**src/rtl/rrt_pkg.sv**
```systemverilog
package rrt_pkg;

  typedef enum logic [1:0] {
    SEQ_IDLE,
    SEQ_CAS,
    SEQ_HOLD,
    SEQ_DONE
  } seq_state_e;

  // log2 of the divide ratio for each select code; 0 means stopped
  function automatic int unsigned sel_shift(input logic [2:0] sel);
    case (sel)
      3'd1:    return 2;
      3'd2:    return 4;
      3'd3:    return 6;
      3'd4:    return 8;
      3'd5:    return 10;
      3'd6:    return 11;
      3'd7:    return 12;
      default: return 0;
    endcase
  endfunction

endpackage

```
**src/rtl/rrt_prescaler.sv**
```systemverilog
module rrt_prescaler #(
  parameter int PRE_W = 12
) (
  input  logic       clk,
  input  logic       rst_n,
  input  logic [2:0] sel,
  output logic       tick
);
  logic [PRE_W-1:0] pre_q;
  logic [7:0]       tick_vec;

  always_ff @(posedge clk or negedge rst_n) begin
    if (!rst_n) pre_q <= '0;
    else        pre_q <= pre_q + 1'b1;
  end

  assign tick_vec[0] = 1'b0;

  for (genvar c = 1; c < 8; c++) begin : g_ratio
    localparam int RAW = rrt_pkg::sel_shift(3'(c));
    localparam int SH  = (RAW > PRE_W) ? PRE_W : RAW;
    assign tick_vec[c] = &pre_q[SH-1:0];
  end

  assign tick = tick_vec[sel];
endmodule

```
**src/rtl/rrt_counter.sv**
```systemverilog
module rrt_counter #(
  parameter int CNT_W = 16
) (
  input  logic             clk,
  input  logic             rst_n,
  input  logic             tick,
  input  logic             cnt_wr,
  input  logic [CNT_W-1:0] cnt_wdata,
  input  logic [CNT_W-1:0] limit,
  output logic [CNT_W-1:0] cnt,
  output logic             match
);
  logic [CNT_W-1:0] cnt_q;

  assign match = tick && (cnt_q == limit);
  assign cnt   = cnt_q;

  always_ff @(posedge clk or negedge rst_n) begin
    if (!rst_n)      cnt_q <= '0;
    else if (cnt_wr) cnt_q <= cnt_wdata;
    else if (match)  cnt_q <= '0;
    else if (tick)   cnt_q <= cnt_q + 1'b1;
  end
endmodule

```
**src/rtl/rrt_cbr_seq.sv**
```systemverilog
module rrt_cbr_seq #(
  parameter int HOLD_W = 4
) (
  input  logic              clk,
  input  logic              rst_n,
  input  logic              start,
  input  logic [HOLD_W-1:0] hold_cfg,
  output logic              cas_n,
  output logic              ras_n,
  output logic              done,
  output logic              idle
);
  import rrt_pkg::*;

  seq_state_e        state_q;
  logic [HOLD_W-1:0] hcnt_q;
  logic [HOLD_W-1:0] hold_eff;

  assign hold_eff = (hold_cfg == '0) ? HOLD_W'(1) : hold_cfg;

  always_ff @(posedge clk or negedge rst_n) begin
    if (!rst_n) begin
      state_q <= SEQ_IDLE;
      hcnt_q  <= '0;
    end else begin
      case (state_q)
        SEQ_IDLE: if (start) state_q <= SEQ_CAS;
        SEQ_CAS: begin
          state_q <= SEQ_HOLD;
          hcnt_q  <= hold_eff - 1'b1;
        end
        SEQ_HOLD: begin
          if (hcnt_q == '0) state_q <= SEQ_DONE;
          else              hcnt_q  <= hcnt_q - 1'b1;
        end
        default: state_q <= SEQ_IDLE;
      endcase
    end
  end

  assign idle  = (state_q == SEQ_IDLE);
  assign cas_n = !((state_q == SEQ_CAS) || (state_q == SEQ_HOLD));
  assign ras_n = (state_q != SEQ_HOLD);
  assign done  = (state_q == SEQ_DONE);
endmodule

```
**src/rtl/refresh_req_timer.sv**
```systemverilog
module refresh_req_timer #(
  parameter int CNT_W  = 16,
  parameter int PRE_W  = 12,
  parameter int HOLD_W = 4
) (
  input  logic             clk,
  input  logic             rst_n,
  input  logic             reg_wr,
  input  logic             reg_rd,
  input  logic [1:0]       reg_addr,
  input  logic [CNT_W-1:0] reg_wdata,
  output logic [CNT_W-1:0] reg_rdata,
  input  logic             bus_grant,
  output logic             refresh_pending,
  output logic             cas_n,
  output logic             ras_n,
  output logic             cbr_done
);
  localparam int CTRL_W = 5 + HOLD_W;

  logic [2:0]        sel_q;
  logic              en_q, mode_q;
  logic [HOLD_W-1:0] hold_q;
  logic [CNT_W-1:0]  limit_q;
  logic              req_q, ovf_q;

  // named internal events
  logic             tick, match_evt, active, set_req, seq_start, seq_idle;
  logic             cnt_wr, ctrl_wr, limit_wr, stat_rd;
  logic [CNT_W-1:0] cnt_val;

  assign ctrl_wr   = reg_wr && (reg_addr == 2'd0);
  assign limit_wr  = reg_wr && (reg_addr == 2'd1);
  assign cnt_wr    = reg_wr && (reg_addr == 2'd2);
  assign stat_rd   = reg_rd && (reg_addr == 2'd3);
  assign active    = en_q && !mode_q;
  assign set_req   = match_evt && active;
  assign seq_start = req_q && bus_grant && seq_idle;

  rrt_prescaler #(.PRE_W(PRE_W)) i_pre (
    .clk(clk), .rst_n(rst_n), .sel(sel_q), .tick(tick)
  );

  rrt_counter #(.CNT_W(CNT_W)) i_cnt (
    .clk(clk), .rst_n(rst_n), .tick(tick), .cnt_wr(cnt_wr),
    .cnt_wdata(reg_wdata), .limit(limit_q), .cnt(cnt_val), .match(match_evt)
  );

  rrt_cbr_seq #(.HOLD_W(HOLD_W)) i_seq (
    .clk(clk), .rst_n(rst_n), .start(seq_start), .hold_cfg(hold_q),
    .cas_n(cas_n), .ras_n(ras_n), .done(cbr_done), .idle(seq_idle)
  );

  always_ff @(posedge clk or negedge rst_n) begin
    if (!rst_n) begin
      sel_q   <= '0;
      en_q    <= 1'b0;
      mode_q  <= 1'b0;
      hold_q  <= '0;
      limit_q <= '0;
    end else begin
      if (ctrl_wr) begin
        sel_q  <= reg_wdata[2:0];
        en_q   <= reg_wdata[3];
        mode_q <= reg_wdata[4];
        hold_q <= reg_wdata[CTRL_W-1:5];
      end
      if (limit_wr) limit_q <= reg_wdata;
    end
  end

  // a new request wins over the clear by the refresh start
  always_ff @(posedge clk or negedge rst_n) begin
    if (!rst_n) begin
      req_q <= 1'b0;
      ovf_q <= 1'b0;
    end else begin
      if (set_req)        req_q <= 1'b1;
      else if (seq_start) req_q <= 1'b0;
      if (set_req && req_q && !seq_start) ovf_q <= 1'b1;
      else if (stat_rd)                   ovf_q <= 1'b0;
    end
  end

  always_comb begin
    case (reg_addr)
      2'd0:    reg_rdata = CNT_W'({hold_q, mode_q, en_q, sel_q});
      2'd1:    reg_rdata = limit_q;
      2'd2:    reg_rdata = cnt_val;
      default: reg_rdata = CNT_W'({req_q, ovf_q});
    endcase
  end

  assign refresh_pending = req_q;
endmodule

```
**config.mk**
```make
export PLATFORM = sky130hd
export DESIGN_NAME = refresh_req_timer
export DESIGN_NICKNAME = d
export VERILOG_FILES = /design/src/rtl/rrt_pkg.sv /design/src/rtl/rrt_prescaler.sv /design/src/rtl/rrt_counter.sv /design/src/rtl/rrt_cbr_seq.sv /design/src/rtl/refresh_req_timer.sv
export SDC_FILE = /design/constraint.sdc
export NUM_CORES = 1
export LEC_CHECK = 0
export BUFFER_PORTS_ARGS = -buffer_cell sky130_fd_sc_hd__buf_2
export CAP_MARGIN = 20
export CORE_UTILIZATION = 55
export DETAILED_ROUTE_END_ITERATION = 10
export PLACE_DENSITY = 0.83
export REMOVE_ABC_BUFFERS = 1
export SLEW_MARGIN = 20
export SYNTH_ARGS = -nofsm -noshare
export SYNTH_HDL_FRONTEND = slang
export SYNTH_HIERARCHICAL = 1
export SYNTH_SLANG_ARGS = --single-unit
```
**constraint.sdc**
```tcl
create_clock -name clk -period 6.47 [get_ports clk]
set_clock_uncertainty 0.05 [all_clocks]
set_input_delay 0.647 -clock clk [delete_from_list [all_inputs] [get_ports clk]]
set_output_delay 0.647 -clock clk [all_outputs]
set_load 0.01 [all_outputs]
```
Word-level counts from Yosys, hierarchy flattened
Cells that the tools add are included.

storage, ports and cells
  register bits = 61
  latch bits = 0
  bits in writable memories = 0
  ROM bits = 0
  bits of input ports = 23
  output and inout port bits = 20
  memories = 0

cells by class
  add/subtract/negate cells = 4
  multipliers = 0
  divide/modulo/power cells = 0
  magnitude comparators = 1
  equality and inequality tests = 11
  shift-type cells = 0
  muxes and demuxes = 16
  bitwise logic cells = 0
  reductions and logical operators = 32

operators with widths
  kind                                                                           count
  16-bit 2-to-1 mux                                                              3
  16-bit case mux with 3 select lines                                            1
  16-bit by 1-bit adder with 16-bit output (second input constant)               1
  16-bit == test                                                                 1
  12-bit by 1-bit adder with 12-bit output (second input constant)               1
  12-bit AND reduction                                                           1
  1-bit logical AND                                                              11
  11-bit AND reduction                                                           1
  10-bit AND reduction                                                           1
  2-bit == test (second input constant)                                          4
  4-bit logical NOT                                                              2
  4-bit 2-to-1 mux                                                               2
  4-bit case mux with 2 select lines                                             1
  8-bit AND reduction                                                            1
  4-bit by 1-bit subtractor with 4-bit output (second input constant)            2
  2-bit != test (second input constant)                                          3
  2-bit case mux with 3 select lines                                             1
  2-bit AND reduction                                                            3
  6-bit AND reduction                                                            1
  2-bit nonzero test                                                             3
  1-bit 2-to-1 mux                                                               5
  2-bit by 1-bit == test with 1-bit output (second input constant)               2
  2-bit logical NOT                                                              2
  3-bit by 4-bit less-than comparator with 1-bit output (second input constant)  1
  7 further kinds                                                                10

Longest topological paths before layout
  depth after elaboration = 8
  gate-level depth with buffers = 10
  gate-level depth less buffers = 8

By module
The synthesis kept the hierarchy.

by module, submodules not included
  module             times used  cells each  area an instance (um^2)  sequential area each (um^2)
  refresh_req_timer  1           92          1365.1                   675.6
  rrt_counter        1           139         1247.4                   400.4
  rrt_prescaler      1           50          563.0                    300.3
  rrt_cbr_seq        1           41          429.2                    150.1

Worst setup path before layout
No wires, ideal clock.

  path type = register -> register
  from = register i_pre.pre_q[0]
  to = register i_cnt.cnt_q[14] (netlist: i_cnt/cnt[14])
  setup time = 0.123 ns
  data arrival time = 2.005 ns
  slack = 4.292 ns
  stages on the path, launching flop included = 10
  clock period less this slack = 2.178 ns
  cell sequence = dfrtp_1 > ha_1 > nand3_1 > nor2_1 > a32o_1 > clkbuf_1 > nand2_1 > o31ai_4 > buf_8 > o21ai_2

between the ends
  cells in the longest elaborated chain, start to end = 6
  elaborated cells between the ends (all ways) = 13
  classes of those cells = mux (4); reduce/logical (9)

RTL lines
  element                                             RTL line                 source
  from (decl)                                         rrt_prescaler.sv:9       logic [PRE_W-1:0] pre_q;
  from (signal assigned)                              rrt_prescaler.sv:14      else pre_q <= pre_q + 1'b1;
  12-bit AND reduction, or another cell as far along  rrt_prescaler.sv:22      assign tick_vec[c] = &pre_q[SH-1:0];
  1-bit binary-select mux with 3-bit select (*)       rrt_prescaler.sv:25      assign tick = tick_vec[sel];
  1-bit 2-to-1 mux (not written as such) (*)          rrt_prescaler.sv:25
  via tick                                            refresh_req_timer.sv:28  logic tick, match_evt, active, set_req, seq_start, seq_idle;
  1-bit logical AND                                   rrt_counter.sv:15        assign match = tick && (cnt_q == limit);
  16-bit 2-to-1 mux                                   rrt_counter.sv:21        else if (match) cnt_q <= '0;
  16-bit 2-to-1 mux                                   rrt_counter.sv:20        else if (cnt_wr) cnt_q <= cnt_wdata;
  to (signal assigned)                                rrt_counter.sv:20
  to (signal assigned)                                rrt_counter.sv:22        else if (tick) cnt_q <= cnt_q + 1'b1;
  to (decl)                                           rrt_counter.sv:13        logic [CNT_W-1:0] cnt_q;

The timed path passes the listed nets; every way through them passes the cells marked *. The select of a mux whose other input is x is not followed.
A chain may end at the register's enable or synchronous reset.

Worst setup path after layout
  from = register i_pre.pre_q[0]
  to = register i_cnt.cnt_q[2] (netlist: i_cnt/cnt[2])

The elaborated chain is that of the path after synthesis.

==> metrics.yaml <==
setup_path:
  crit_required_ns: 6.59
  critPathMaxFanout: 18
  path_class: "reg2reg"
  arrival_ns: 3.31
  slowest_stage: "o31ai_4"
  cp-end-kind: "flip-flop"
  crit_path_cell_trace: "ha_1 > nand3_1 > nor2_1 > a32o_1 > nand2_1 > o31ai_4 > o21ai_0"
  start_kind: "flip-flop"
  reg2reg_setup_slack_ns: 3.28
  critPathMaxStageDelay_ns: 0.75
timing:
  slew-limit-headroom_pct: 43.0
  setup_tns_ns: 0
  finalCritPeriodShare_pct: 49.3
  finalHoldViolCount: 0
  worst_pin_slew_ns: 0.855
  rsz0062_at_grt: "no"
  finalMaxSlewViolations: 0
  fin_crit_ns: 3.19
  fmax_ghz: 0.314
  setup_ws_ns: 3.28
  timing.hold.ws_ns: 0.416
  final-setup-viol-count: 0
synth:
  synth_area_mm2: 0.00360
  synth_edf_count: 0
  synthArstFlopShare_pct: 100
  synth_top_area_share_pct: 42.3
  synth_common_cells: "dfrtp_1 (61), xor2_1 (26), a21oi_1 (20)"
  yosys_warnings: 6
  yosysTopAreaCell: "dfrtp_1"
  synth.distinct_cells: 52
  synth_cells: 322
  yosysSeqAreaShare_pct: 42.3
  synthTopCellsByArea: "dfrtp_1 (42%), xor2_1 (6.3%), mux2_2 (4.7%)"
  synth-seq-cells: 61
  ys.flop_type: "dfrtp_1"
  synthMostInstantiatedCell: "dfrtp_1"
  syn_avg_cell_area_um2: 11.2
global_routing:
  grt_start_max_net_pins: 62
  antenna_found_initial: 0
  grt_pass1_wl_mm: 13.2
  first_global_vias: 2699
  track_usage_pct: 24.0
  overflow: 0
routing:
  drcViolationCount: 0
  drtIter0Drc: 142
  num_vias: 2610
  wl_per_cell_um: 17.1
  final_antenna_net_count: 0
  dr.pass1.iters: 4
  wl_mm: 7.56
  vias_per_cell: 5.90
clock_tree:
  cts_hold_buf: 0
  clk_pin_slew_ns: 0.06
  cts_buffer_depth: 2
  cts.sinks: 61
  root_buffer: "clkbuf_8"
  clock_latency_ns: 0.33
  cts_tree: "built"
  numCtsBuffers: 9
  cts_resized: 0
  cts_setup_buffers: 0
  cts_max_level: 3
floorplan:
  row_count: 29
  initial_core_util_pct: 56.8
  die_h_um: 83.0
  die-area_mm2: 0.00688
  ios: 43
  fp.dieW_um: 83.0
  core_mm2: 0.00635
hold_path:
  min_path_type: "reg2reg"
cells_and_area:
  area_delta_synth_final_pct: 11.4
  drive_gt1_share_pct: 29.6
  instances_no_fill: 442
  fin_nets: 391
  antenna_cells: 0
placement:
  gp_congestion: 0.869
  dp_slack_ns: 3.32
  dpl.cell_count: 427
  hpwl_mm: 5.22
  port_buffers: 42
status:
  status: "finished clean"
power_and_ir_drop:
  powerDensity_mw_per_mm2: 328
  max-vdd-ir-drop_mv: 0.232
  p_leak_nw: 1.87
run:
  cap_violations: 0
[worst paths after layout]
| path | from | endpoint | cells after the start |
|---|---|---|---|
| min reg2reg | i_pre/pre_q[11] | i_pre/pre_q[11] | 1 |
| max | i_pre/pre_q[0] | i_cnt/cnt[2] | 7 |
| min in group asynchronous | rst_n | limit_q[15] | 2 |
| max in group asynchronous | rst_n | refresh_pending | 2 |
| max reg2reg | i_pre/pre_q[0] | i_cnt/cnt[2] | 7 |
| min | i_pre/pre_q[11] | i_pre/pre_q[11] | 1 |
[metal layers]
| metal | GRT usage, % | up-vias | routed length [um] |
|---|---|---|---|
| li1 | - | 1236 | - |
| met1 | 32.7 | 1300 | 3490 |
| met2 | 38.5 | 64 | 3640 |
| met3 | 5.57 | 10 | 341 |
| met4 | 7.21 | 0 | 92 |
| met5 | 0 | - | 0 |
[cells in the final DEF (no fill, tap or decap), types with 6 or more instances in the layout]
cell type and count:
inv_1 15, dfrtp_1 61, o21ai_0 7, o2bb2ai_1 7
nand3_1 10, mux2i_1 10, xnor2_1 15, nor2b_1 6
buf_2 42, o21ai_2 10, ha_1 7, nor2_1 10
xor2_1 26, mux2_2 15, clkbuf_8 12, nor3b_1 14
a21oi_1 20, a22o_1 7, mux2_4 11, nand2_1 8
[area by class of cell]
class	count	area, um^2
repair buffers	44	225
multi-input cells	230	1930
clock inverters	1	5.00
well taps	77	96.3
fillers	500	2330
inverters	15	56.3
clock buffers	14	173
flip-flops and latches	61	1530
[flip-flops by register name, summed over array words and instances, names as in the netlist]
register and flops:
i_cnt/cnt 16, refresh_pending 1, i_seq/hcnt_q 4, ovf_q 1, en_q 1, limit_q 16
i_seq/state_q 2, mode_q 1, hold_q 4, sel_q 3, i_pre/pre_q 12
[kinds of logic (layout without fill, tap and decap cells)]
| logic type | after synthesis | in the layout | share of synthesized area (%) |
|---|---|---|---|
| adders and majority gates | 7 | 7 | 2.43 |
| buffers and inverters | 31 | 74 | 4.06 |
| AOI/OAI and AO/OA | 65 | 65 | 13.1 |
| xor gates and xnor gates | 41 | 41 | 9.96 |
| muxes | 39 | 39 | 14.0 |
| DFF | 61 | 61 | 42.3 |
| and+or+nand+nor | 78 | 78 | 14.1 |
[per-stage QoR]
stage / util [%] / area, um^2 / power (mW)
2_1_floorplan: - / 3510 / 0.884
3_3_place_gp: 60.4 / 3840 / 0.993
3_5_place_dp: 60.4 / 3840 / 1.02
4_1_cts: 63.2 / 4010 / 1.33
5_1_grt: 63.2 / 4020 / 1.40
6_report: 63.2 / 4020 / 1.32
[worst max-delay path, delay by kind of cell, from the launching register on]
kind | cells | cell delay [ns]
fa+ha+maj | 1 | 0.25
flops | 1 | 0.40
simple gates | 3 | 0.69
compound gates | 3 | 1.64
[report_power, final]
group          leakage [nW]  switching, mW  internal, mW  total, mW
clock                0.0926          0.137         0.168      0.306
combinational          1.03          0.212         0.230      0.442
sequential            0.747          0.107         0.462      0.569
total                  1.87          0.457         0.860       1.32
Note: power is estimated with default switching activity, not from simulation.
